## config.mk

```make
export PLATFORM = sky130hd
export DESIGN_NAME = hex_rec_rx
export DESIGN_NICKNAME = d
export VERILOG_FILES = /design/src/rtl/hex_rec_pkg.sv /design/src/rtl/hex_rec_parser.sv /design/src/rtl/hex_reply_seq.sv /design/src/rtl/hex_tx_queue.sv /design/src/rtl/hex_rec_rx.sv
export SDC_FILE = /design/constraint.sdc
export NUM_CORES = 1
export LEC_CHECK = 0
export BUFFER_PORTS_ARGS = -buffer_cell sky130_fd_sc_hd__buf_2
export CORE_MARGIN = 10
export CORE_UTILIZATION = 63
export DETAILED_ROUTE_END_ITERATION = 16
export GPL_TIMING_DRIVEN = 0
export PLACE_DENSITY = 0.85
export SLEW_MARGIN = 40
export SYNTH_ARGS = -nofsm -noshare
export SYNTH_HDL_FRONTEND = slang
export SYNTH_SLANG_ARGS = --single-unit
```

## constraint.sdc

```tcl
create_clock -name clk_i -period 5 [get_ports clk_i]
set_input_delay 1 -clock clk_i [delete_from_list [all_inputs] [get_ports clk_i]]
set_output_delay 1 -clock clk_i [all_outputs]
set_load 0.01 [all_outputs]
```

## src/rtl/hex_rec_pkg.sv

```systemverilog
package hex_rec_pkg;
  typedef enum logic [1:0] {RPL_NONE, RPL_OK, RPL_DENY, RPL_CSUM} reply_e;
  typedef enum logic [2:0] {ST_HUNT, ST_LEN, ST_OFFH, ST_OFFL, ST_TYPE, ST_DATA, ST_CSUM} pst_e;

  localparam logic [7:0] CH_MARK = 8'h3A;
  localparam logic [7:0] CH_CR   = 8'h0D;
  localparam logic [7:0] CH_LF   = 8'h0A;

  // {is_hex, nibble}
  function automatic logic [4:0] hex_decode(input logic [7:0] c);
    if (c >= 8'h30 && c <= 8'h39) return {1'b1, 4'(c - 8'h30)};
    if (c >= 8'h41 && c <= 8'h46) return {1'b1, 4'(c - 8'h37)};
    if (c >= 8'h61 && c <= 8'h66) return {1'b1, 4'(c - 8'h57)};
    return 5'h00;
  endfunction

  function automatic logic [7:0] reply_letter(input reply_e r);
    case (r)
      RPL_OK:   return 8'h2E;
      RPL_DENY: return 8'h50;
      default:  return 8'h58;
    endcase
  endfunction
endpackage

```

## src/rtl/hex_rec_parser.sv

```systemverilog
module hex_rec_parser import hex_rec_pkg::*; #(
  parameter int MAX_LEN = 128,
  localparam int AW = $clog2(MAX_LEN)
) (
  input  logic          clk_i,
  input  logic          rst_ni,
  input  logic          rx_valid_i,
  input  logic [7:0]    rx_data_i,
  output logic          rec_valid_o,
  output logic          rec_err_o,
  output logic [7:0]    rec_type_o,
  output logic [15:0]   rec_offset_o,
  output logic [7:0]    rec_len_o,
  input  logic [AW-1:0] rd_addr_i,
  output logic [7:0]    rd_data_o
);
  localparam logic [7:0] MAX_B = 8'(MAX_LEN);

  pst_e        st_q;
  logic        lo_q;
  logic [3:0]  hi_q;
  logic [7:0]  sum_q, len_q, type_q, cnt_q;
  logic [15:0] off_q;
  logic [7:0]  mem_q [MAX_LEN];

  logic       dig_ok, wr_en;
  logic [3:0] dig;
  logic [7:0] byte_v, sum_n;

  always_comb begin
    {dig_ok, dig} = hex_decode(rx_data_i);
    byte_v = {hi_q, dig};
    sum_n  = sum_q + byte_v;
    wr_en  = rx_valid_i && st_q == ST_DATA && dig_ok && lo_q && cnt_q < MAX_B;
  end

  always_ff @(posedge clk_i or negedge rst_ni) begin
    if (!rst_ni) begin
      st_q <= ST_HUNT; lo_q <= 1'b0; hi_q <= '0; sum_q <= '0;
      len_q <= '0; type_q <= '0; cnt_q <= '0; off_q <= '0;
      rec_valid_o <= 1'b0; rec_err_o <= 1'b0;
    end else begin
      rec_valid_o <= 1'b0;
      rec_err_o   <= 1'b0;
      if (rx_valid_i) begin
        if (st_q == ST_HUNT) begin
          if (rx_data_i == CH_MARK) begin
            st_q <= ST_LEN; lo_q <= 1'b0; sum_q <= '0;
          end
        end else if (!dig_ok) begin
          st_q <= ST_HUNT;
        end else if (!lo_q) begin
          hi_q <= dig;
          lo_q <= 1'b1;
        end else begin
          lo_q  <= 1'b0;
          sum_q <= sum_n;
          case (st_q)
            ST_LEN:  begin len_q <= byte_v; st_q <= ST_OFFH; end
            ST_OFFH: begin off_q[15:8] <= byte_v; st_q <= ST_OFFL; end
            ST_OFFL: begin off_q[7:0] <= byte_v; st_q <= ST_TYPE; end
            ST_TYPE: begin
              type_q <= byte_v;
              cnt_q  <= '0;
              st_q   <= (len_q == 8'd0) ? ST_CSUM : ST_DATA;
            end
            ST_DATA: begin
              cnt_q <= cnt_q + 8'd1;
              if (cnt_q + 8'd1 == len_q) st_q <= ST_CSUM;
            end
            ST_CSUM: begin
              st_q <= ST_HUNT;
              if (sum_n == 8'd0 && len_q <= MAX_B) rec_valid_o <= 1'b1;
              else                                 rec_err_o   <= 1'b1;
            end
            default: st_q <= ST_HUNT;
          endcase
        end
      end
    end
  end

  // page buffer, no reset needed
  always_ff @(posedge clk_i) begin
    if (wr_en) mem_q[cnt_q[AW-1:0]] <= byte_v;
  end

  assign rd_data_o    = mem_q[rd_addr_i];
  assign rec_type_o   = type_q;
  assign rec_offset_o = off_q;
  assign rec_len_o    = len_q;
endmodule

```

## src/rtl/hex_reply_seq.sv

```systemverilog
module hex_reply_seq import hex_rec_pkg::*; (
  input  logic       clk_i,
  input  logic       rst_ni,
  input  logic       err_i,
  input  logic       deny_i,
  input  logic       done_i,
  input  logic       grant_i,
  output logic       push_o,
  output logic [7:0] char_o,
  output logic       busy_o
);
  reply_e     code_q;
  logic [1:0] idx_q;

  assign busy_o = code_q != RPL_NONE;
  assign push_o = busy_o && grant_i;

  always_comb begin
    case (idx_q)
      2'd0:    char_o = reply_letter(code_q);
      2'd1:    char_o = CH_CR;
      default: char_o = CH_LF;
    endcase
  end

  always_ff @(posedge clk_i or negedge rst_ni) begin
    if (!rst_ni) begin
      code_q <= RPL_NONE;
      idx_q  <= '0;
    end else if (!busy_o) begin
      idx_q <= '0;
      if (err_i)       code_q <= RPL_CSUM;
      else if (deny_i) code_q <= RPL_DENY;
      else if (done_i) code_q <= RPL_OK;
    end else if (grant_i) begin
      idx_q <= idx_q + 2'd1;
      if (idx_q == 2'd2) code_q <= RPL_NONE;
    end
  end
endmodule

```

## src/rtl/hex_tx_queue.sv

```systemverilog
module hex_tx_queue #(
  parameter int DEPTH = 8,
  parameter int W = 8,
  localparam int PW = $clog2(DEPTH)
) (
  input  logic         clk_i,
  input  logic         rst_ni,
  input  logic         push_i,
  input  logic [W-1:0] data_i,
  output logic         full_o,
  output logic         valid_o,
  output logic [W-1:0] data_o,
  input  logic         ready_i
);
  logic [W-1:0] mem_q [DEPTH];
  logic [PW-1:0] wp_q, rp_q;
  logic [PW:0]   cnt_q;
  logic          do_push, do_pop;

  assign full_o  = cnt_q == (PW+1)'(DEPTH);
  assign valid_o = cnt_q != '0;
  assign data_o  = mem_q[rp_q];
  assign do_push = push_i && !full_o;
  assign do_pop  = valid_o && ready_i;

  always_ff @(posedge clk_i) begin
    if (do_push) mem_q[wp_q] <= data_i;
  end

  always_ff @(posedge clk_i or negedge rst_ni) begin
    if (!rst_ni) begin
      wp_q <= '0; rp_q <= '0; cnt_q <= '0;
    end else begin
      if (do_push) wp_q <= wp_q + 1'b1;
      if (do_pop)  rp_q <= rp_q + 1'b1;
      cnt_q <= cnt_q + (PW+1)'(do_push) - (PW+1)'(do_pop);
    end
  end
endmodule

```

## src/rtl/hex_rec_rx.sv

```systemverilog
module hex_rec_rx #(
  parameter int MAX_LEN   = 128,
  parameter int TXQ_DEPTH = 8,
  localparam int AW = $clog2(MAX_LEN)
) (
  input  logic          clk_i,
  input  logic          rst_ni,
  input  logic          rx_valid_i,
  input  logic [7:0]    rx_data_i,
  output logic          tx_valid_o,
  output logic [7:0]    tx_data_o,
  input  logic          tx_ready_i,
  output logic          rec_valid_o,
  output logic [7:0]    rec_type_o,
  output logic [15:0]   rec_offset_o,
  output logic [7:0]    rec_len_o,
  input  logic [AW-1:0] rd_addr_i,
  output logic [7:0]    rd_data_o,
  input  logic          done_i,
  input  logic          deny_i
);
  logic       rec_err, q_full, rpl_busy, rpl_push, rpl_grant;
  logic [7:0] rpl_char;

  hex_rec_parser #(.MAX_LEN(MAX_LEN)) u_parser (
    .clk_i, .rst_ni, .rx_valid_i, .rx_data_i,
    .rec_valid_o, .rec_err_o(rec_err),
    .rec_type_o, .rec_offset_o, .rec_len_o,
    .rd_addr_i, .rd_data_o
  );

  // echo owns the queue slot in any cycle a character arrives
  assign rpl_grant = !rx_valid_i && !q_full;

  hex_reply_seq u_reply (
    .clk_i, .rst_ni, .err_i(rec_err), .deny_i, .done_i,
    .grant_i(rpl_grant), .push_o(rpl_push), .char_o(rpl_char), .busy_o(rpl_busy)
  );

  hex_tx_queue #(.DEPTH(TXQ_DEPTH), .W(8)) u_txq (
    .clk_i, .rst_ni,
    .push_i(rx_valid_i || rpl_push),
    .data_i(rx_valid_i ? rx_data_i : rpl_char),
    .full_o(q_full),
    .valid_o(tx_valid_o), .data_o(tx_data_o), .ready_i(tx_ready_i)
  );
endmodule

```

## After elaboration in Yosys (flattened, before gate mapping)

Memories as Yosys holds them, arrays and structs flattened.
Index checks and enable logic that the tools add are counted.

- Output and inout port bits: 50
- Logic and storage cells: 146
- Bits in read-only memories: 0
- Latch bits: 0
- Input bits: 21
- Bits in registers: 72
- Memories kept: 2
- Memory bits (writable): 1088

- Equality and inequality tests: 18
- Bitwise operators: 2
- Reduce and logical (&&, ||, !) cells: 35
- $mul: 0
- Magnitude comparators: 8
- Shifts and indexed selects: 0
- Muxes and demuxes: 55
- Divide/modulo/power cells: 0
- $add $sub $neg: 10

Memories:

| memory | words | bits a word | rd ports | clocked after memory_dff | write ports | line | text |
|---|---|---|---|---|---|---|---|
| u_parser.mem_q | 128 | 8 | 1 | 0 | 1 | hex_rec_parser.sv:24 | `logic [7:0] mem_q [MAX_LEN];` |
| u_txq.mem_q | 8 | 8 | 1 | 0 | 1 | hex_tx_queue.sv:15 | `logic [W-1:0] mem_q [DEPTH];` |

Operators by type and width:

| cell | number |
|---|---|
| $mux 8 | 5 |
| $mux 5 | 6 |
| $pmux 7 s2 | 2 |
| $mux 1 | 26 |
| $reduce_and 5->1 | 5 |
| $mux 2 | 9 |
| $ge 8x7->1 const B | 2 |
| $le 8x7->1 const B | 2 |
| $logic_not 8->1 | 2 |
| $pmux 8 s2 | 1 |
| $mux 3 | 5 |
| $pmux 3 s5 | 1 |
| $logic_and 1x1->1 | 12 |
| $reduce_and 4->1 | 3 |
| $eq 3x3->1 const B | 3 |
| $add 8x1->8 const B | 1 |
| $add 8x8->8 | 1 |
| $eq 8x6->1 const B | 1 |
| $eq 8x8->1 | 1 |
| $ge 8x6->1 const B | 1 |
| $le 8x6->1 const B | 1 |
| $le 8x8->1 const B | 1 |
| $lt 8x8->1 const B | 1 |
| $reduce_bool 2->1 | 4 |
| 22 further kinds | 32 |

## Depth between registers and ports, before layout

Gate-level depths: netlist (run 1).

- Depth after elaboration: 18
- Depth in mapped cells: 16

## By module

From an unflattened synthesis (run 1), not the netlist that was laid out.

- Cell total of the unflattened synthesis: 2771
- Area, all modules: 46812.4 um^2

Modules (own cells, without submodules):

| module | area each (um^2) | cells each | seq. area each (um^2) | times used |
|---|---|---|---|---|
| hex_rec_parser | 43274.0 | 2571 | 32200.9 | 1 |
| hex_tx_queue | 3064.2 | 149 | 2172.1 | 1 |
| hex_reply_seq | 332.8 | 40 | 100.1 | 1 |
| hex_rec_rx | 141.4 | 11 | 0.0 | 1 |

## Worst setup path after synthesis (run 1)

Ideal clock, no wire load.

- Path kind: input-to-reg
- Start: in rx_data_i[3]
- End: reg u_parser.rec_err_o
- Arrival time: 7.726 ns
- Stages: 12
- Data required time: 4.871 ns
- Setup slack: -2.856 ns
- Cell sequence: or4b_1 > a311oi_2 > nor2_1 > clkbuf_1 > nor2b_1 > ha_1 > inv_1 > fa_1 > xnor2_1 > or3b_2 > a2111o_1 > o41a_1

- Cells in the longest elaborated chain, start to end: 17
- Elaborated cells on any way between the ends: 33
- Classes of those cells: add/sub (4); order compare (6); mux (18); reduce/logical (5)

RTL lines:

| what | line | text |
|---|---|---|
| start: declaration | hex_rec_rx.sv:9 | `input logic [7:0] rx_data_i,` |
| $ge 8x7->1 or $le 8x7->1 (tied branches) | hex_rec_pkg.sv:13 | `if (c >= 8'h61 && c <= 8'h66) return {1'b1, 4'(c - 8'h57)};` |
| $logic_and 1x1->1 | hex_rec_pkg.sv:13 |  |
| $mux 1 (2 in a row) | hex_rec_pkg.sv:13 |  |
| $mux 1 | hex_rec_pkg.sv:12 | `if (c >= 8'h41 && c <= 8'h46) return {1'b1, 4'(c - 8'h37)};` |
| $mux 5 | hex_rec_pkg.sv:14 | `return 5'h00;` |
| $mux 5 | hex_rec_pkg.sv:13 |  |
| $mux 5 (*) | hex_rec_pkg.sv:12 |  |
| net u_parser.byte_v[0] | hex_rec_parser.sv:28 | `logic [7:0] byte_v, sum_n;` |
| $add 8x8->8 (*) | hex_rec_parser.sv:33 | `sum_n = sum_q + byte_v;` |
| $logic_not 8->1 (*) | hex_rec_parser.sv:73 | `if (sum_n == 8'd0 && len_q <= MAX_B) rec_valid_o <= 1'b1;` |
| $logic_and 1x1->1 (*) | hex_rec_parser.sv:73 |  |
| $mux 1 (*) | hex_rec_parser.sv:73 |  |
| $mux 1 (*) | hex_rec_parser.sv:58 | `case (st_q)` |
| $mux 1 (*) | hex_rec_parser.sv:52 | `end else if (!lo_q) begin` |
| $mux 1 (*) | hex_rec_parser.sv:50 | `end else if (!dig_ok) begin` |
| $mux 1 (*) | hex_rec_parser.sv:46 | `if (st_q == ST_HUNT) begin` |
| $mux 1 (*) | hex_rec_parser.sv:45 | `if (rx_valid_i) begin` |
| end signal: assignment | hex_rec_parser.sv:41 | `rec_valid_o <= 1'b0; rec_err_o <= 1'b0;` |
| end signal: assignment | hex_rec_parser.sv:44 | `rec_err_o <= 1'b0;` |
| end signal: assignment | hex_rec_parser.sv:74 | `else rec_err_o <= 1'b1;` |
| end: declaration | hex_rec_parser.sv:10 | `output logic rec_err_o,` |

Mark *: on every way through the listed nets, which the timed path passes. The rest lies on a longest branch. The select of a mux whose other input is x is not followed.
A chain may end at the register's enable or synchronous reset.

## Final worst setup path (run 1)

- Start: in rd_addr_i[2]
- End: out rd_data_o[3]

- Cells in the longest elaborated chain, start to end: 1

RTL lines:

| what | line | text |
|---|---|---|
| start: declaration | hex_rec_rx.sv:17 | `input logic [AW-1:0] rd_addr_i,` |
| $mem_v2 128x8 | n/a |  |
| end: declaration | hex_rec_rx.sv:18 | `output logic [7:0] rd_data_o,` |

Every way passes these cells.

==> results of run 1 <==
==> sequential cells by signal (all words and copies together) (netlist names) <==
| register | cells |
|---|---|
| u_parser.cnt_q | 8 |
| u_txq.rp_q | 3 |
| u_parser.rec_len_o | 8 |
| u_parser.rec_valid_o | 1 |
| u_parser.rec_err_o | 1 |
| u_txq.mem_q | 64 |
| u_reply.idx_q | 2 |
| u_parser.hi_q | 4 |
| u_txq.wp_q | 3 |
| u_parser.st_q | 3 |
| u_parser.mem_q | 1024 |
| u_parser.rec_offset_o | 16 |
| u_txq.cnt_q | 4 |
| u_parser.sum_q | 8 |
| u_parser.rec_type_o | 8 |
| u_parser.lo_q | 1 |
| u_reply.code_q | 2 |
==> critical path, cell delays in order <==
cell,delay [ns]
clkbuf_2,0.34
clkbuf_1,0.60
mux4_2,0.46
mux4_2,0.58
mux4_2,0.54
mux2_2,0.30
buf_2,0.14
==> report_power, final <==
| part | internal, mW | switching (mW) | leakage (nW) |
|---|---|---|---|
| Clock | 4.71 | 3.62 | 1.74 |
| Sequential | 11.5 | 0.275 | 9.83 |
| Combinational | 0.980 | 1.78 | 4.11 |
| Total | 17.2 | 5.67 | 15.7 |
==> kinds of logic after synthesis <==
| group | count (synthesis) | synth area share (%) |
|---|---|---|
| fa+ha+maj | 25 | 0.714 |
| xor+xnor | 25 | 0.477 |
| simple gates | 286 | 2.83 |
| mux | 407 | 18.7 |
| flops | 1160 | 75.0 |
| buf+inv | 133 | 1.17 |
| compound gates | 76 | 1.10 |
==> per-stage QoR <==
stage | worst slack [ns] | cell area [um^2] | hold WS, ns | setup TNS [ns] | instances
floorplan | -0.303 | 46000 | 0.477 | -0.525 | 2112
global placement | -1.96 | 47500 | 0.469 | -290.98 | 3123
detailed placement | -0.693 | 48200 | 0.481 | -71.98 | 3156
CTS | 0.00846 | 51900 | 0.104 | 0 | 3358
global route | 0.0201 | 52000 | 0.113 | 0 | 3360
finish | 0.0304 | 52000 | 0.116 | 0 | 3362
==> layout make-up <==
cell class | instances | share of cell area, %
flip-flops and latches | 1160 | 66.3
multi-input cells | 819 | 21.3
clock buffers | 141 | 5.72
well taps | 950 | 2.29
repair buffers | 94 | 1.81
plain buffers | 112 | 1.30
clock inverters | 61 | 1.11
inverters | 21 | 0.152
diodes | 4 | 0.0192
==> worst min-delay path by stage <==
| stage | end | slack (ns) | cells past startpoint |
|---|---|---|---|
| floorplan | u_parser.sum_q[1] | 0.48 | 2 |
| global placement | u_parser.rec_type_o[1] | 0.47 | 2 |
| detailed placement | u_parser.rec_type_o[6] | 0.48 | 1 |
| CTS | u_parser.cnt_q[3] | 0.10 | 1 |
| global route | u_parser.cnt_q[3] | 0.11 | 1 |
| finish | u_parser.cnt_q[3] | 0.12 | 1 |
==> synthesized netlist by cell type, drive strengths merged, types with 3 or more instances <==
cell,count,area share (%)
o31ai,5,0.082
nor3,10,0.11
buf,49,0.48
nand2,48,0.39
a21o,4,0.065
ha,23,0.63
dfrtp,72,3.9
and2,3,0.041
edfxtp,1088,71
mux4,352,17
mux2,55,1.4
a21oi,16,0.18
o21ai,24,0.27
a31oi,3,0.041
or3,5,0.068
nor3b,3,0.049
inv,20,0.16
nor2b,17,0.23
nor2,154,1.3
a22o,8,0.15
clkbuf,63,0.51
xor2,5,0.095
nand2b,9,0.12
nor4,5,0.082
xnor2,20,0.38
o21a,3,0.049
nand3,15,0.16
==> per-layer routing <==
layer  vias up  track usage, %  wire length, um
met4         4            13.7             6230
met2      2115            46.9            60500
met3       378            7.25            14600
met5         -               0               30
li1       9179               -                -
met1     12600            37.6            41300
==> reports/metrics.yaml, run 1 <==
status: "complete, no violations"
yosysWarnings: 0
worstPathArrival_ns: 3.97
start_kind: "input pin"
drtPass1Iterations: 8
setup_violations: 0
fillers: 3879
grt_pass1_vias: 24700
die_area_mm2: 0.0841
via_count: 24300
final_util_pct: 72.4
grt_pass1_wl_um: 178000
timing.reg2reg.setup_slack_ns: 0.56
detailedPlacementHpwl_um: 74900
cts_hold_buf: 0
end_kind: "primary output"
post_cts_resized: 70
drtAntennaViolNets: 0
cp_data_required_time_ns: 4.00
grt_usage_pct: 29.2
regArea_mm2: 0.0345
final_cell_mix: "1,088 x edfxtp_1, 352 x mux4_2, 120 x nor2_1, 114 x clkbuf_16, 73 x buf_2"
mostFrequentLayoutCell: "edfxtp_1"
antenna_found_initial: 5
max_freq_ghz: 0.201
hold_class: "in2async"
htreeDepth: 3
relSlewSlack_pct: 38.5
avgSynthCellArea_um2: 21.8
core_area_mm2: 0.0719
routed_via_density: 7.22
route.detailed.drc: 0
die_x_um: 290
area_growth_pct: 13.2
path_clk_slew_ns: 0.06
synth_edf_count: 1088
io_pins: 71
synthArstFlopShare_pct: 6.21
port_buffers: 61
syn-cell-area_mm2: 0.0459
gp_congestion: 0.910
path_class: "in2out"
ys_seq_elements: 1160
r2r_cells: 8
r2r-start: "u_parser.st_q[2]"
dieHeight_um: 290
globalRouteOverflowTotal: 0
drt_iter0_markers: 3842
worstSkewPairLatency_ns: 0.69
start_util_pct: 63.9
crit_start: "rd_addr_i[2]"
drv_slew: 0
r2r-end: "u_parser.mem_q[106][2]"
rows: 98
drv_cap: 0
fin_skew_ns: 0.0288
rsz0062_at_grt: "false"
pwr_density_cell_mw_per_mm2: 440
synth.net_count: 2158
multiInputGateArea_mm2: 0.0111
routed_wl_um: 123000
ir_drop_mv: 0.522
clock_path_buffers: 3
cts_tree: "done"
clkSinkCount: 1160
synth_ff_type: "edfxtp_1"
cp-endpoint: "rd_data_o[3]"
worst_slew_pin_slew_ns: 0.921
routedWlPerCell_um: 36.5
power_mw: 22.9
layout-drive-gt1-share_pct: 31.6
min_period_ns: 4.97
grt_max_degree: 63
crit_path_max_fanout: 10
synth_seq_area_share_pct: 75.0
fin_nets: 2364
p_leak_nw: 15.7
postCtsSetupBuffers: 0
synth_cells: 2112
numCtsBuffers: 110
hold_violations: 0
synthDistinctLibCells: 59
min_period_over_period_pct: 99.4
cts_root_buf: "clkbuf_16"
Power figures use the tool's default switching activity.
==> inputs of run 2 (changes only) <==
--- a/config.mk
+++ b/config.mk
@@ -10,7 +10,7 @@
 export CORE_UTILIZATION = 63
 export DETAILED_ROUTE_END_ITERATION = 16
 export GPL_TIMING_DRIVEN = 0
-export PLACE_DENSITY = 0.85
+export PLACE_DENSITY = 0.8
 export SLEW_MARGIN = 40
 export SYNTH_ARGS = -nofsm -noshare
 export SYNTH_HDL_FRONTEND = slang
==> run 2 against run 1 <==
  * The flow now finishes with violations (setup timing)
  * Worst setup slack got worse by 0.060 ns
  * Global-route usage decreased by 1.7 points
  * Power decreased by 1.4%
  * Clock power decreased by 3.7%
  * Register-to-register slack improved by 0.19 ns
  * Die area unchanged
  * First-iteration DRC count decreased by 5.5%
  * Via count decreased by 2.3%
  * Non-clock buffer count unchanged
  * Sequential share of layout area increased by 0.14 points
  * Critical path type unchanged
==> reports/metrics.yaml, run 2 (synthesis gave the netlist of run 1 again) <==
crit_path_max_fanout: 10  # unchanged
drtPass1Iterations: 6  # -2
grt_use_met2_pct: 43.3  # -3.6 points
grt_pass1_wl_um: 170000  # -4.7%
pre_cts_slack_ns: -0.634  # +0.0590 ns
worstSkewPairLatency_ns: 0.68  # about the same
grt_max_degree: 62  # -1.6%
p_leak_nw: 15.6  # -0.45%
cts_root_buf: "clkbuf_16"
worstPathArrival_ns: 4.03  # +0.06 ns
layout-drive-gt1-share_pct: 31.8  # +0.19 points
path_class: "in2out"
clock_path_buffers: 3  # unchanged
drt_iter0_markers: 3629  # -5.5%
cts_tree: "done"
cp_data_required_time_ns: 4.00  # about the same
grt_pass1_vias: 24200  # -2.0%
fin_area_mm2: 0.0519  # -0.21%
routedWlPerCell_um: 34.5  # -5.4%
clkSinkCount: 1160  # unchanged
via_count: 23700  # -2.3%
setup_slack_ns: -0.0293  # -0.0597 ns
min_period_ns: 5.03  # +0.0597 ns
setup_violations: 3  # +3
end_kind: "primary output"
grt.busiest_layer: "met2"
numCtsBuffers: 108  # -1.8%
area_growth_pct: 13.0
top_register: "u_parser.mem_q"
path_clk_slew_ns: 0.06  # about the same
routed_via_density: 7.06  # -2.2%
relSlewSlack_pct: 40.0  # +1.5 points
routed_wl_um: 116000  # -5.5%
fin_nets: 2362  # -0.085%
route.detailed.drc: 0  # unchanged
drv_cap: 0  # unchanged
violations: "setup timing"
io_pins: 71  # unchanged
hold_violations: 0  # unchanged
placed_area_mm2: 0.0482  # +0.11%
die_area_mm2: 0.0841  # unchanged
gp_congestion: 0.907  # -0.36%
start_kind: "input pin"
core_area_mm2: 0.0719  # unchanged
final_util_pct: 72.2  # -0.15 points
globalRouteOverflowTotal: 0  # unchanged
grt_usage_pct: 27.5  # -1.7 points
dieHeight_um: 290  # unchanged
htreeDepth: 3  # unchanged
hold_class: "in2async"
largest_reg_flops: 1024  # unchanged
rows: 98  # unchanged
pwr_density_cell_mw_per_mm2: 435  # -1.2%
drtAntennaViolNets: 0  # unchanged
start_util_pct: 63.9  # unchanged
mostFrequentLayoutCell: "edfxtp_1"
drv_slew: 0  # unchanged
port_buffers: 61  # unchanged
fillers: 3960  # +2.1%
power_mw: 22.6  # -1.4%
use_met1_pct: 37.3  # -0.30 points
antenna_found_initial: 3  # -2
fin_skew_ns: 0.0270  # -0.00178 ns
final_cell_mix: "1,088 x edfxtp_1, 352 x mux4_2, 117 x nor2_1, 112 x clkbuf_16, 72 x buf_2"
postCtsSetupBuffers: 0  # unchanged
detailedPlacementHpwl_um: 73100  # -2.4%
die_x_um: 290  # unchanged
use_met3_pct: 6.67  # -0.59 points
ir_drop_mv: 0.308  # -41%
status: "finished, violations left"
min_period_over_period_pct: 101  # +1.2 points
max_freq_ghz: 0.199  # -1.2%
worst_slew_pin_slew_ns: 0.901  # -0.0200 ns
## run 2: cell count changes in the layout (fill, tap and decap cells not counted), sizes merged
cell	before	now
buf	140	138
clkdlybuf4s15	2	3
clkinv	44	46
bufinv	10	7
diode	4	1
clkbuf	205	199
clkinvlp	3	9
## run 2: worst paths after layout
| path | start | to | slack (ns) | cells after the start |
|---|---|---|---|---|
| worst max-delay path | rd_addr_i[2] | rd_data_o[0] | -0.03 | 7 |
| max in group asynchronous | rst_ni | u_parser.hi_q[2] | 4.31 | 2 |
| worst min register to register | u_parser.rec_offset_o[7] | u_parser.rec_offset_o[7] | 0.49 | 1 |
| worst min-delay path | rst_ni | u_parser.rec_type_o[3] | 0.15 | 1 |
| worst max register to register | u_parser.st_q[2] | u_parser.mem_q[33][2] | 0.75 | 8 |
| min in group clk_i | u_parser.rec_offset_o[7] | u_parser.rec_offset_o[7] | 0.49 | 1 |
## run 2: timing repair
action	CTS	global route
resized for setup	58	6
setup endpoints to repair	8	54
hold buffers	0	0
## run 2: stage by stage
stage / std cells / TNS [ns] / hold slack (ns)
floorplan: 2112 / -0.525 / 0.477
global placement: 3123 / -358.85 / 0.470
detailed placement: 3156 / -83.28 / 0.477
CTS: 3356 / 0 / 0.132
global route: 3356 / -0.0368 / 0.147
finish: 3357 / -0.0300 / 0.147
## run 2: area by class of cell
cell class,count,area [um^2],area share (%)
timing repair buffer,94,986,1.90
clock inverter,66,524,1.01
clock buffer,134,2890,5.57
sequential,1160,34500,66.4
antenna,1,2.50,0.00482
tap,950,1190,2.29
inverter,21,78.8,0.152
buffer,112,649,1.25
multi-input combinational,819,11100,21.4
## run 2: power by group
group / internal [mW] / switching [mW] / leakage, nW
sequential: 11.5 / 0.312 / 9.83
clock: 4.46 / 3.56 / 1.66
combinational: 0.997 / 1.72 / 4.12
total: 17.0 / 5.59 / 15.6
## run 2: metal layers
metal  wire length, um  share of wire, %
met4              4800               4.1
met5                27             0.023
met1             41000                35
met3             13700                12
met2             56300                49
## run 2: critical path, cell delays in order
cell and delay, ns:
clkbuf_2 0.46, buf_1 0.55, mux4_2 0.48, mux4_2 0.53, mux4_2 0.53, mux2_2 0.32
buf_2 0.15
